==> src/rtl/ptw_pkg.sv <==
package ptw_pkg;
  typedef enum logic [1:0] {
    ACC_READ  = 2'b00,
    ACC_WRITE = 2'b01,
    ACC_EXEC  = 2'b10,
    ACC_RSVD  = 2'b11
  } acc_e;

  typedef enum logic [1:0] {
    RT_RO  = 2'b00,
    RT_RW  = 2'b01,
    RT_XO  = 2'b10,
    RT_RWX = 2'b11
  } rights_e;

  typedef enum logic [1:0] {
    ST_IDLE  = 2'b00,
    ST_ISSUE = 2'b01,
    ST_WAIT  = 2'b10
  } state_e;

  function automatic logic access_ok(rights_e r, acc_e a);
    logic ok;
    unique case (r)
      RT_RO:   ok = (a == ACC_READ);
      RT_RW:   ok = (a == ACC_READ) || (a == ACC_WRITE);
      RT_XO:   ok = (a == ACC_EXEC);
      default: ok = (a != ACC_RSVD);
    endcase
    return ok;
  endfunction
endpackage

==> src/rtl/ptw_base_reg.sv <==
module ptw_base_reg #(
  parameter int unsigned AW = 10
) (
  input  logic          clk_i,
  input  logic          rst_ni,
  input  logic          we_i,
  input  logic [AW-1:0] wdata_i,
  input  logic          busy_i,
  output logic [AW-1:0] base_o
);
  logic [AW-1:0] base_q;

  always_ff @(posedge clk_i or negedge rst_ni) begin
    if (!rst_ni)              base_q <= '0;
    else if (we_i && !busy_i) base_q <= wdata_i;
  end

  assign base_o = base_q;

  AST_BASE_FROZEN_BUSY: assert property (@(posedge clk_i) disable iff (!rst_ni)
    busy_i |=> $stable(base_q));
endmodule

==> src/rtl/ptw_pte_decode.sv <==
module ptw_pte_decode
  import ptw_pkg::*;
#(
  parameter int unsigned PTE_W = 8,
  parameter int unsigned PPN_W = 3
) (
  input  logic [PTE_W-1:0] pte_i,
  input  acc_e             acc_i,
  output logic [PPN_W-1:0] ppn_o,
  output logic             page_fault_o,
  output logic             prot_fault_o
);
  localparam int unsigned VLD_BIT = PTE_W - 1;
  localparam int unsigned RT_MSB  = PTE_W - 2;

  logic    vld;
  rights_e rights;

  assign vld          = pte_i[VLD_BIT];
  assign rights       = rights_e'(pte_i[RT_MSB -: 2]);
  assign ppn_o        = pte_i[PPN_W-1:0];
  // invalid wins over rights
  assign page_fault_o = !vld;
  assign prot_fault_o = vld && !access_ok(rights, acc_i);
endmodule

==> src/rtl/ptw_ctrl.sv <==
module ptw_ctrl
  import ptw_pkg::*;
#(
  parameter int unsigned VA_W   = 15,
  parameter int unsigned OFF_W  = 10,
  parameter int unsigned VPN_W  = 5,
  parameter int unsigned PPN_W  = 3,
  parameter int unsigned MEM_AW = 10,
  parameter int unsigned PA_W   = PPN_W + OFF_W
) (
  input  logic              clk_i,
  input  logic              rst_ni,
  input  logic              req_valid_i,
  input  logic [VA_W-1:0]   req_va_i,
  input  logic [1:0]        req_acc_i,
  output logic              req_ready_o,
  output logic              busy_o,
  input  logic [MEM_AW-1:0] base_i,
  output logic              mem_req_o,
  output logic [MEM_AW-1:0] mem_addr_o,
  input  logic              mem_rvalid_i,
  output acc_e              acc_o,
  input  logic [PPN_W-1:0]  ppn_i,
  input  logic              pf_i,
  input  logic              prot_i,
  output logic              done_o,
  output logic [PA_W-1:0]   pa_o,
  output logic              pf_o,
  output logic              prot_o
);
  state_e            state_q;
  logic [VA_W-1:0]   va_q;
  acc_e              acc_q;
  logic              done_q, pf_q, prot_q;
  logic [PA_W-1:0]   pa_q;
  logic [VPN_W-1:0]  vpn;

  assign vpn = va_q[OFF_W +: VPN_W];

  always_ff @(posedge clk_i or negedge rst_ni) begin
    if (!rst_ni) begin
      state_q <= ST_IDLE;
      va_q    <= '0;
      acc_q   <= ACC_READ;
      done_q  <= 1'b0;
      pf_q    <= 1'b0;
      prot_q  <= 1'b0;
      pa_q    <= '0;
    end else begin
      done_q <= 1'b0;
      unique case (state_q)
        ST_IDLE: if (req_valid_i) begin
          va_q    <= req_va_i;
          acc_q   <= acc_e'(req_acc_i);
          state_q <= ST_ISSUE;
        end
        ST_ISSUE: state_q <= ST_WAIT;
        ST_WAIT: if (mem_rvalid_i) begin
          state_q <= ST_IDLE;
          done_q  <= 1'b1;
          pf_q    <= pf_i;
          prot_q  <= prot_i;
          pa_q    <= (pf_i || prot_i) ? '0 : {ppn_i, va_q[OFF_W-1:0]};
        end
        default: state_q <= ST_IDLE;
      endcase
    end
  end

  assign req_ready_o = (state_q == ST_IDLE);
  assign busy_o      = (state_q != ST_IDLE);
  assign mem_req_o   = (state_q == ST_ISSUE);
  assign mem_addr_o  = base_i + {{(MEM_AW-VPN_W){1'b0}}, vpn};
  assign acc_o       = acc_q;
  assign done_o      = done_q;
  assign pa_o        = pa_q;
  assign pf_o        = pf_q;
  assign prot_o      = prot_q;

  AST_ACCEPT_ISSUES_READ: assert property (@(posedge clk_i) disable iff (!rst_ni)
    (req_valid_i && req_ready_o) |=> mem_req_o);
  AST_READ_ONE_CYCLE: assert property (@(posedge clk_i) disable iff (!rst_ni)
    mem_req_o |=> !mem_req_o);
  AST_DONE_PULSE: assert property (@(posedge clk_i) disable iff (!rst_ni)
    done_o |=> !done_o);
  AST_DONE_AFTER_RVALID: assert property (@(posedge clk_i) disable iff (!rst_ni)
    (busy_o && !mem_req_o && mem_rvalid_i) |=> done_o);
  AST_BUSY_NOT_READY: assert property (@(posedge clk_i) disable iff (!rst_ni)
    busy_o |-> !req_ready_o);
  AST_FAULT_PA_ZERO: assert property (@(posedge clk_i) disable iff (!rst_ni)
    (done_o && (pf_o || prot_o)) |-> (pa_o == '0));
  AST_ONE_FAULT_KIND: assert property (@(posedge clk_i) disable iff (!rst_ni)
    done_o |-> !(pf_o && prot_o));
  AST_OFFSET_KEPT: assert property (@(posedge clk_i) disable iff (!rst_ni)
    (done_o && !pf_o && !prot_o) |-> (pa_o[OFF_W-1:0] == va_q[OFF_W-1:0]));
endmodule

==> src/rtl/ptw_top.sv <==
module ptw_top
  import ptw_pkg::*;
#(
  parameter int unsigned PAGE_BYTES = 1024,
  parameter int unsigned VPAGES     = 32,
  parameter int unsigned PPAGES     = 8,
  parameter int unsigned MEM_AW     = 10,
  parameter int unsigned PTE_W      = 8,
  localparam int unsigned OFF_W     = $clog2(PAGE_BYTES),
  localparam int unsigned VPN_W     = $clog2(VPAGES),
  localparam int unsigned PPN_W     = $clog2(PPAGES),
  localparam int unsigned VA_W      = VPN_W + OFF_W,
  localparam int unsigned PA_W      = PPN_W + OFF_W
) (
  input  logic              clk_i,
  input  logic              rst_ni,
  input  logic              ptb_we_i,
  input  logic [MEM_AW-1:0] ptb_wdata_i,
  input  logic              req_valid_i,
  output logic              req_ready_o,
  input  logic [VA_W-1:0]   req_va_i,
  input  logic [1:0]        req_acc_i,
  output logic              busy_o,
  output logic              mem_req_o,
  output logic [MEM_AW-1:0] mem_addr_o,
  input  logic              mem_rvalid_i,
  input  logic [PTE_W-1:0]  mem_rdata_i,
  output logic              done_o,
  output logic [PA_W-1:0]   pa_o,
  output logic              page_fault_o,
  output logic              prot_fault_o
);
  logic [MEM_AW-1:0] base;
  acc_e              acc;
  logic [PPN_W-1:0]  ppn;
  logic              pf, prot;

  ptw_base_reg #(.AW(MEM_AW)) u_base (
    .clk_i   (clk_i),
    .rst_ni  (rst_ni),
    .we_i    (ptb_we_i),
    .wdata_i (ptb_wdata_i),
    .busy_i  (busy_o),
    .base_o  (base)
  );

  ptw_pte_decode #(.PTE_W(PTE_W), .PPN_W(PPN_W)) u_dec (
    .pte_i        (mem_rdata_i),
    .acc_i        (acc),
    .ppn_o        (ppn),
    .page_fault_o (pf),
    .prot_fault_o (prot)
  );

  ptw_ctrl #(
    .VA_W(VA_W), .OFF_W(OFF_W), .VPN_W(VPN_W), .PPN_W(PPN_W),
    .MEM_AW(MEM_AW), .PA_W(PA_W)
  ) u_ctrl (
    .clk_i        (clk_i),
    .rst_ni       (rst_ni),
    .req_valid_i  (req_valid_i),
    .req_va_i     (req_va_i),
    .req_acc_i    (req_acc_i),
    .req_ready_o  (req_ready_o),
    .busy_o       (busy_o),
    .base_i       (base),
    .mem_req_o    (mem_req_o),
    .mem_addr_o   (mem_addr_o),
    .mem_rvalid_i (mem_rvalid_i),
    .acc_o        (acc),
    .ppn_i        (ppn),
    .pf_i         (pf),
    .prot_i       (prot),
    .done_o       (done_o),
    .pa_o         (pa_o),
    .pf_o         (page_fault_o),
    .prot_o       (prot_fault_o)
  );
endmodule

==> config.mk <==
export PLATFORM = sky130hd
export DESIGN_NAME = ptw_top
export DESIGN_NICKNAME = d
export VERILOG_FILES = /design/src/rtl/ptw_pkg.sv /design/src/rtl/ptw_base_reg.sv /design/src/rtl/ptw_pte_decode.sv /design/src/rtl/ptw_ctrl.sv /design/src/rtl/ptw_top.sv
export SDC_FILE = /design/constraint.sdc
export NUM_CORES = 1
export LEC_CHECK = 0
export BUFFER_PORTS_ARGS = -buffer_cell sky130_fd_sc_hd__buf_2
export CORE_ASPECT_RATIO = 2
export CORE_MARGIN = 4
export CORE_UTILIZATION = 25
export CTS_BUF_LIST = sky130_fd_sc_hd__clkbuf_2 sky130_fd_sc_hd__clkbuf_4 sky130_fd_sc_hd__clkbuf_8
export CTS_CLUSTER_DIAMETER = 150
export DETAILED_ROUTE_END_ITERATION = 8
export PLACE_DENSITY = 0.52
export SLEW_MARGIN = 20
export SYNTH_ARGS = -nofsm -noshare
export SYNTH_HDL_FRONTEND = slang
export SYNTH_HIERARCHICAL = 1
export SYNTH_SLANG_ARGS = --single-unit
==> constraint.sdc <==
create_clock -name clk_i -period 1.85 [get_ports clk_i]
set_input_delay 0.0925 -clock clk_i [delete_from_list [all_inputs] [get_ports clk_i]]
set_output_delay 0.0925 -clock clk_i [all_outputs]
set_load 0.1 [all_outputs]
# Word level (Yosys, flattened, before mapping)
# Index checks and enable logic that the tools add are counted.
totals:
  regBits: 45
  latchBits: 0
  ram_bits: 0
  mem_bits_ro: 0
  in_bits: 40
  wordCells: 39
  n_memories: 0
op_classes:
  addsub: 1
  n_mul: 0
  div: 0
  order_cmp: 0
  n_eq_ne: 9
  n_shift: 0
  n_mux: 7
  bitwise: 0
  reduce_logical: 14
ops:
  columns: ["operator", "count"]
  rows:
  - ["$mux 13", 1]
  - ["$add 10x5->10", 1]
  - ["$eq 2x1->1 const B", 3]
  - ["$eq 2x2->1 const B", 3]
  - ["$logic_not 2->1", 3]
  - ["$ne 2x2->1 const B", 3]
  - ["$pmux 2 s3", 1]
  - ["$reduce_and 2->1", 3]
  - ["$mux 2", 2]
  - ["$logic_not 1->1", 3]
  - ["$pmux 1 s3", 1]
  - ["$logic_and 1x1->1", 2]
  - ["$logic_or 1x1->1", 2]
  - ["$mux 1", 2]
  - ["$reduce_bool 2->1", 1]

# Logic depth before layout (Yosys ltp)
# Gate-level depths: netlist of the first run.
depth:
  depth_word: 7
  ltp_mapped: 7
  ltp_nobuf: 7

# Cells and area by module
# Netlist of the first run, hierarchy kept.
by_module_without_submodules:
  columns: ["module", "instances", "cells_each", "area_each_um2", "seq_area_each_um2"]
  rows:
  - ["ptw_ctrl", 1, 145, 1665.3, 875.8]
  - ["ptw_base_reg", 1, 22, 434.2, 250.2]
  - ["ptw_pte_decode", 1, 8, 58.8, 0.0]

# Least setup slack after synthesis of the first run
# Ideal clock, no wire load.
synth_timing:
  path_type: "register -> output"
  from: "reg u_base.base_q[0] (netlist: u_base/base_o[0])"
  to: "out mem_addr_o[8]"
  arrival_ns: 2.952
  t_required_ns: 1.757
  setup_slack_ns: -1.194
  stages_incl_launch_ff: 8
  path_cell_list: "dfrtp_1 -> ha_1 -> inv_1 -> fa_1 -> nand2b_1 -> a21oi_1 -> o211ai_1 -> xnor2_1"
synth_via:
  elab_chain_cells: 1
synth_rtl:
  columns: ["item", "line_no", "rtl"]
  rows:
  - ["from (decl)", "ptw_base_reg.sv:11", "logic [AW-1:0] base_q;"]
  - ["from (signal assigned)", "ptw_base_reg.sv:15", "else if (we_i && !busy_i) base_q <= wdata_i;"]
  - ["$add 10x5->10", "ptw_ctrl.sv:73", "assign mem_addr_o = base_i + {{(MEM_AW-VPN_W){1'b0}}, vpn};"]
  - ["to (decl)", "ptw_top.sv:25", "output logic [MEM_AW-1:0] mem_addr_o,"]
# Every way passes these cells.

# Worst setup path after layout of the first run
# Ends and elaborated chain as after synthesis.

==> results of run 1 <==
## worst max-delay path by stage
stage,endpoint,depth (start not counted)
floorplan,mem_addr_o[8],7
global placement,mem_addr_o[8],8
detailed placement,mem_addr_o[8],8
CTS,mem_addr_o[8],8
global route,mem_addr_o[8],8
finish,mem_addr_o[8],8
## worst max-delay path: stages (launching register included)
cell	delay (ns)
sky130_fd_sc_hd__dfrtp_1	0.38
sky130_fd_sc_hd__ha_2	0.20
sky130_fd_sc_hd__inv_2	0.04
sky130_fd_sc_hd__fa_2	0.35
sky130_fd_sc_hd__nand2b_4	0.16
sky130_fd_sc_hd__a21oi_4	0.13
sky130_fd_sc_hd__o211ai_1	0.20
sky130_fd_sc_hd__xnor2_4	0.23
sky130_fd_sc_hd__buf_12	0.19
## per-stage QoR
step | TNS [ns] | setup WS (ns) | cells
after global placement | -0.0831 | -0.0831 | 341
after CTS | -2.45 | -0.457 | 360
after global routing | -3.42 | -0.531 | 369
after floorplan | -0.736 | -0.257 | 175
after detailed placement | -0.332 | -0.136 | 341
final | -2.67 | -0.425 | 369
## cells in the final DEF, fill, tap and decap left out, types with 2 or more instances in the layout
master | netlist | routed
sky130_fd_sc_hd__buf_2 | 1 | 57
sky130_fd_sc_hd__dfrtp_1 | 45 | 45
sky130_fd_sc_hd__nand2_1 | 28 | 27
sky130_fd_sc_hd__mux2_4 | 17 | 17
sky130_fd_sc_hd__buf_4 | 3 | 16
sky130_fd_sc_hd__o21ai_0 | 15 | 14
sky130_fd_sc_hd__mux2_2 | 11 | 11
sky130_fd_sc_hd__buf_12 | 3 | 9
sky130_fd_sc_hd__dlygate4sd3_1 | 0 | 8
sky130_fd_sc_hd__buf_6 | 0 | 8
sky130_fd_sc_hd__xnor2_4 | 0 | 7
sky130_fd_sc_hd__inv_1 | 7 | 6
sky130_fd_sc_hd__clkbuf_8 | 0 | 5
sky130_fd_sc_hd__ha_4 | 0 | 4
sky130_fd_sc_hd__o211ai_1 | 3 | 3
sky130_fd_sc_hd__a21oi_4 | 0 | 3
sky130_fd_sc_hd__clkinvlp_4 | 0 | 2
sky130_fd_sc_hd__nand2b_4 | 0 | 2
sky130_fd_sc_hd__nor2_2 | 0 | 2
## layout make-up
class / count / area share
clock buffer: 6 / 0.0229
tap: 98 / 0.0368
clock inverter: 2 / 0.00451
multi-input combinational: 112 / 0.360
timing repair buffer: 98 / 0.227
inverter: 8 / 0.0105
sequential: 45 / 0.338
## per-layer routing
layer	part of all wire	routed length (µm)	vias to the layer above
li1	-	-	771
met1	0.35	1830	776
met2	0.58	3030	40
met3	0.046	242	7
met4	0.021	110	0
met5	0	0	-
## flip-flops by register name, indices dropped and copies added, names as in the netlist
signal	flops
u_base/base_o	10
u_ctrl/acc_o	2
u_ctrl/done_o	1
u_ctrl/pa_o	13
u_ctrl/pf_o	1
u_ctrl/prot_o	1
u_ctrl/state_q	2
u_ctrl/va_q	15
## what timing repair did
item | in CTS | in global routing
pin swaps | 13 | 13
setup endpoints to repair | 21 | 8
gates resized for setup | 14 | 8
hold endpoints to repair | 27 | 3
hold buffers | 5 | 3
setup buffers | 6 | 7
gates cloned | 0 | 0
## cell families after synthesis
logic type / Yosys count / synth area share
compound gates: 26 / 0.0707
xor+xnor: 8 / 0.0325
fa+ha+maj: 6 / 0.0383
buf+inv: 18 / 0.0597
flops: 45 / 0.522
mux: 28 / 0.176
simple gates: 44 / 0.101
==> reports/qor_table.md, run 1 <==
| Item | This run | Unit |
| --- | --- | --- |
| Run status | finished with violations | - |
| Failing checks | negative setup slack | - |
| Slew of the pin with the lowest slew margin | 0.629 | ns |
| Post-Layout Inst Area | 3330 | µm² |
| Post-synth top flop | sky130_fd_sc_hd__dfrtp_1 | - |
| Class of the most critical setup path | register to output pin | - |
| Net count, final | 316 | - |
| Sequential-to-total area share from yosys stat | 0.522 | - |
| Data arrival time of the worst path | 2.18 | ns |
| Worst reg-to-reg path cell count | 4 | - |
| Synthesized net count | 221 | - |
| Initial cell density of the core | 0.258 | - |
| Synth cell count leaders | sky130_fd_sc_hd__dfrtp_1, sky130_fd_sc_hd__nand2_1, sky130_fd_sc_hd__mux2_4, sky130_fd_sc_hd__o21ai_0, sky130_fd_sc_hd__mux2_2 | - |
| Overall die area | 10300 | µm² |
| Number of placement rows | 47 | - |
| Via count of the first global-routing pass | 1728 | - |
| Yosys reg bits | 45 | - |
| Area used by sequential logic in the layout | 1130 | µm² |
| Peak Freq | 440 | MHz |
| Met3 track demand over resource | 0.0260 | - |
| Buffers from clock root to sink, at most | 2 | - |
| Post-detailed-route wirelength per cell | 14.1 | µm |
| Max FO, Critical Path | 2 | - |
| Cell type with the highest aggregate area in the netlist | sky130_fd_sc_hd__dfrtp_1 | - |
| Kind of start point of the critical path | register | - |
| Proportion of synthesized flip-flops having asynchronous set or reset | 1.00 | - |
| Residual overflow from global routing | 0 | - |
| TritonCTS Buffers | 5 | - |
| Final setup vio count | 8 | - |
| HPWL reported at the end of detailed placement | 3990 | µm |
| Worst Setup End Kind | output pin | - |
| 1st-pass router iterations | 4 | - |
| # port buffers | 66 | - |
| Kind of path behind the tightest hold check | input pin to register | - |
| Post-synthesis instance total | 175 | - |
| Worst setup path start | u_base/base_o[0]$_DFFE_PN0P_ | - |
| Post-synth EDFFs | 0 | - |
| Die boundary height | 139 | µm |
| Drt initial violations | 15 | - |
| Ant. Diodes | 0 | - |
| Number of library cell types mapped by synthesis | 35 | - |
| Antenna violations before repair | 0 | - |
| CTS H-Tree Depth | 2 | - |
| Final hold slack | 0.0137 | ns |
| Root Buffer | sky130_fd_sc_hd__clkbuf_8 | - |
| Netlist area before placement | 2160 | µm² |
| Slack of the critical path | -0.425 | ns |
| Most numerous cell in the Yosys netlist | sky130_fd_sc_hd__dfrtp_1 | - |
| P&R area growth vs syn | 54.3 | % |
| Layout cell share with drive strength beyond 1 | 0.587 | - |
| Required @ worst endpoint | 1.76 | ns |
| Global-route met2 utilization | 0.200 | - |
| Layer with the highest usage after global routing | met2 | - |
| RSZ-0062 raised after global routing | yes | - |
| Setup clock skew after layout | 0.00555 | ns |
| Reg clk slew, reported paths | 0.09 | ns |
| Sink of the worst hold path | u_ctrl/va_q[11]$_DFFE_PN0P_ | - |
| I/O pin count | 69 | - |
| Insertion delay of the later-clocked pin in the worst-skew pair | 0.30 | ns |
| Antenna Nets Post-Route | 0 | - |
| Synth top area cells | sky130_fd_sc_hd__dfrtp_1, sky130_fd_sc_hd__mux2_4, sky130_fd_sc_hd__mux2_2 | - |
| Vias after detailed routing | 1594 | - |
| R2R Path End | u_ctrl/va_q[0]$_DFFE_PN0P_ | - |
| Number of sinks handled by clock tree synthesis | 45 | - |
| Filler cell count | 817 | - |
| HP Start | req_va_i[11] | - |
| Via count normalized by instance count | 4.32 | - |
| Global-route wire length before repair | 8580 | µm |
| Total global routing track utilization | 0.110 | - |
| Final standard cell utilization of the core | 0.399 | - |
| Global routing met1 resource utilization | 0.115 | - |
| Horizontal die dimension | 73.7 | µm |
| Synth Area per Inst | 12.3 | µm² |
| Reg2reg start | u_ctrl/state_q[1]$_DFFE_PN0P_ | - |
| Total placed instance area | 2950 | µm² |
| Placer congestion estimate | 0.673 | - |
| Internal reg-to-reg setup slack | 0.22 | ns |
| Final-report max-slew violation count | 0 | - |
| Portion of synthesized cell area occupied by the leading cell type | 0.522 | - |
| Worst hold path cell count | 3 | - |
| Slew HR | 0.580 | - |
| Post-route DRC | 0 | - |
| Detailed Route WL | 5210 | µm |
| Number of warning messages in the yosys log | 6 | - |
| Pin count of the biggest net entering global routing | 26 | - |
| Area of the core | 8350 | µm² |
| Clock tree from TritonCTS | built | - |
| Maximum Capacitance Violations | 0 | - |
| Multi-input combinational cell area | 1200 | µm² |
| Final period util | 1.23 | - |
| Fin crit period | 2.28 | ns |
| Final number of hold-violating endpoints | 0 | - |
Power of run 1 is left out: the tool's default activity adds up to more than one toggle a clock period on the data nets, which glitch-free logic cannot reach.
==> run 2, diff against run 1 <==
--- a/config.mk
+++ b/config.mk
@@ -13,6 +13,7 @@
 export CTS_CLUSTER_DIAMETER = 150
 export DETAILED_ROUTE_END_ITERATION = 8
 export PLACE_DENSITY = 0.52
+export SETUP_SLACK_MARGIN = 0.4
 export SLEW_MARGIN = 20
 export SYNTH_ARGS = -nofsm -noshare
 export SYNTH_HDL_FRONTEND = slang
==> run 2 against run 1 <==
  * Highest routed layer unchanged
  * Utilization is 3.7 points higher
  * Sequential share of layout area is 2.8 points lower
  * First-iteration DRC count is 20% higher
  * Final area is 9.2% higher
  * The run still ends with negative setup slack left
  * Die area stayed put
  * Final cell count is 3.5% higher
==> reports/qor_table.md, run 2 (synthesized netlist as in run 1, its figures left out) <==
| Item | This run | Unit | vs previous |
| --- | --- | --- | --- |
| Run status | finished with violations | - | unchanged |
| Failing checks | negative setup slack | - | unchanged |
| Post-placement setup slack | -0.108 | ns | was -0.136 ns |
| Peak Freq | 451 | MHz | was 440 MHz |
| Layout cell share with drive strength beyond 1 | 0.585 | - | was 0.587 |
| Die boundary height | 139 | µm | unchanged |
| Max FO, Critical Path | 2 | - | unchanged |
| Antenna violations before repair | 0 | - | unchanged |
| Final setup vio count | 8 | - | unchanged |
| Slew HR | 0.595 | - | was 0.580 |
| Number of sinks handled by clock tree synthesis | 45 | - | unchanged |
| Via count normalized by instance count | 4.36 | - | was 4.32 |
| Class of the most critical setup path | register to output pin | - | unchanged |
| Total placed instance area | 2990 | µm² | was 2950 µm² |
| Area of the core | 8350 | µm² | unchanged |
| Residual overflow from global routing | 0 | - | unchanged |
| Horizontal die dimension | 73.7 | µm | unchanged |
| Placer congestion estimate | 0.713 | - | was 0.673 |
| HPWL reported at the end of detailed placement | 3900 | µm | was 3990 µm |
| Buffers from clock root to sink, at most | 2 | - | unchanged |
| Ant. Diodes | 0 | - | unchanged |
| Total global routing track utilization | 0.123 | - | was 0.110 |
| TritonCTS Buffers | 5 | - | unchanged |
| Reg clk slew, reported paths | 0.09 | ns | about the same |
| 1st-pass router iterations | 4 | - | unchanged |
| Required @ worst endpoint | 1.76 | ns | about the same |
| Kind of start point of the critical path | register | - | unchanged |
| Pin count of the biggest net entering global routing | 46 | - | was 26 |
| Data arrival time of the worst path | 2.13 | ns | was 2.18 ns |
| Number of placement rows | 47 | - | unchanged |
| Filler cell count | 801 | - | was 817 |
| Overall die area | 10300 | µm² | unchanged |
| I/O pin count | 69 | - | unchanged |
| Clock tree from TritonCTS | built | - | unchanged |
| Post-detailed-route wirelength per cell | 15.8 | µm | was 14.1 µm |
| Antenna Nets Post-Route | 0 | - | unchanged |
| Top library cells by usage in the layout, fill and taps aside | sky130_fd_sc_hd__buf_2, sky130_fd_sc_hd__dfrtp_1, sky130_fd_sc_hd__mux2_4, sky130_fd_sc_hd__nand2_1, sky130_fd_sc_hd__dlygate4sd3_1 | - | was sky130_fd_sc_hd__buf_2, sky130_fd_sc_hd__dfrtp_1, sky130_fd_sc_hd__nand2_1, sky130_fd_sc_hd__mux2_4, sky130_fd_sc_hd__buf_4 |
| # port buffers | 66 | - | unchanged |
| Setup clock skew after layout | 0.00476 | ns | was 0.00555 ns |
| Post-Layout Inst Area | 3630 | µm² | was 3330 µm² |
| Final-report max-slew violation count | 0 | - | unchanged |
| Drt initial violations | 18 | - | was 15 |
| Detailed Route WL | 6030 | µm | was 5210 µm |
| Sum Neg Setup Slack | -1.64 | ns | was -2.67 ns |
| RSZ-0062 raised after global routing | yes | - | unchanged |
| Net count, final | 329 | - | was 316 |
| Maximum Capacitance Violations | 0 | - | unchanged |
| Final number of hold-violating endpoints | 0 | - | unchanged |
| Fin crit period | 2.22 | ns | was 2.28 ns |
| Final period util | 1.20 | - | was 1.23 |
| Root Buffer | sky130_fd_sc_hd__clkbuf_8 | - | unchanged |
| Via count of the first global-routing pass | 1867 | - | was 1728 |
| Worst Setup End Kind | output pin | - | unchanged |
| Post-route DRC | 0 | - | unchanged |
| Kind of path behind the tightest hold check | input pin to register | - | unchanged |
| Final standard cell utilization of the core | 0.435 | - | was 0.399 |
| CTS H-Tree Depth | 2 | - | unchanged |
| P&R area growth vs syn | 68.4 | % | was 54.3% |
| Vias after detailed routing | 1665 | - | was 1594 |
| Global-route wire length before repair | 9640 | µm | was 8580 µm |
| Slack of the critical path | -0.368 | ns | was -0.425 ns |
| Initial cell density of the core | 0.258 | - | unchanged |
| Insertion delay of the later-clocked pin in the worst-skew pair | 0.30 | ns | about the same |
| Slew of the pin with the lowest slew margin | 0.608 | ns | was 0.629 ns |
| Largest reg by FF count | u_ctrl/va_q | - | unchanged |
| Max FFs per register | 15 | - | unchanged |
| Commonest non-fill, non-tap cell in the layout | sky130_fd_sc_hd__buf_2 | - | unchanged |
-- run 2: per-stage QoR --
stage / hold slack, ns / std cells
2_1_floorplan: -0.203 / 175
3_3_place_gp: 0.230 / 337
3_5_place_dp: 0.236 / 337
4_1_cts: 0.000281 / 376
5_1_grt: 0.00522 / 382
6_report: 0.0205 / 382
-- run 2: area by class of cell --
| type | instances | area, µm² | area share |
|---|---|---|---|
| multi-input combinational | 113 | 1250 | 0.345 |
| sequential | 45 | 1130 | 0.310 |
| timing repair buffer | 110 | 966 | 0.266 |
| tap | 98 | 123 | 0.0337 |
| clock buffer | 6 | 82.6 | 0.0227 |
| inverter | 8 | 46.3 | 0.0127 |
| clock inverter | 2 | 37.5 | 0.0103 |
-- run 2: worst max-delay path: stages, from the launching register on --
cell and delay (ns):
sky130_fd_sc_hd__dfrtp_1 0.38, sky130_fd_sc_hd__ha_2 0.19, sky130_fd_sc_hd__inv_2 0.04, sky130_fd_sc_hd__fa_2 0.34
sky130_fd_sc_hd__nand2b_4 0.16, sky130_fd_sc_hd__a21oi_4 0.13, sky130_fd_sc_hd__o211ai_1 0.18, sky130_fd_sc_hd__xnor2_4 0.20
sky130_fd_sc_hd__buf_12 0.19
-- run 2: timing repair --
item | 4_1_cts | 5_1_grt
endpoints found under the hold margin | 62 | 0
gates resized for setup | 24 | 9
cloned | 1 | 1
endpoints found under the setup margin | 53 | 47
pin swaps | 16 | 8
buffers inserted | 12 | 5
hold buffers | 18 | 0
-- run 2: path summary, 6_finish.rpt --
| path | start | to | slack, ns | depth (start not counted) |
|---|---|---|---|---|
| worst max-delay path | u_ctrl/va_q[10]$_DFFE_PN0P_ | mem_addr_o[8] | -0.37 | 8 |
| worst min-delay path | req_va_i[6] | u_ctrl/va_q[6]$_DFFE_PN0P_ | 0.02 | 2 |
| worst max register to register | u_ctrl/state_q[0]$_DFFE_PN0P_ | u_ctrl/va_q[9]$_DFFE_PN0P_ | 0.26 | 6 |
| worst min register to register | u_ctrl/pa_o[7]$_DFFE_PN0P_ | u_ctrl/pa_o[7]$_DFFE_PN0P_ | 0.48 | 2 |
| max in group asynchronous | rst_ni | u_base/base_o[4]$_DFFE_PN0P_ | 1.02 | 3 |
| min in group asynchronous | rst_ni | u_base/base_o[1]$_DFFE_PN0P_ | 0.40 | 3 |
-- run 2: metal layers --
metal / wire length [µm] / vias to the layer above / track usage
met5: 0 / - / 0
met4: 115 / 0 / 0.0487
met3: 187 / 5 / 0.0137
met2: 3740 / 36 / 0.238
met1: 1980 / 833 / 0.127
li1: - / 791 / -
Power of run 2 is left out for the same reason.
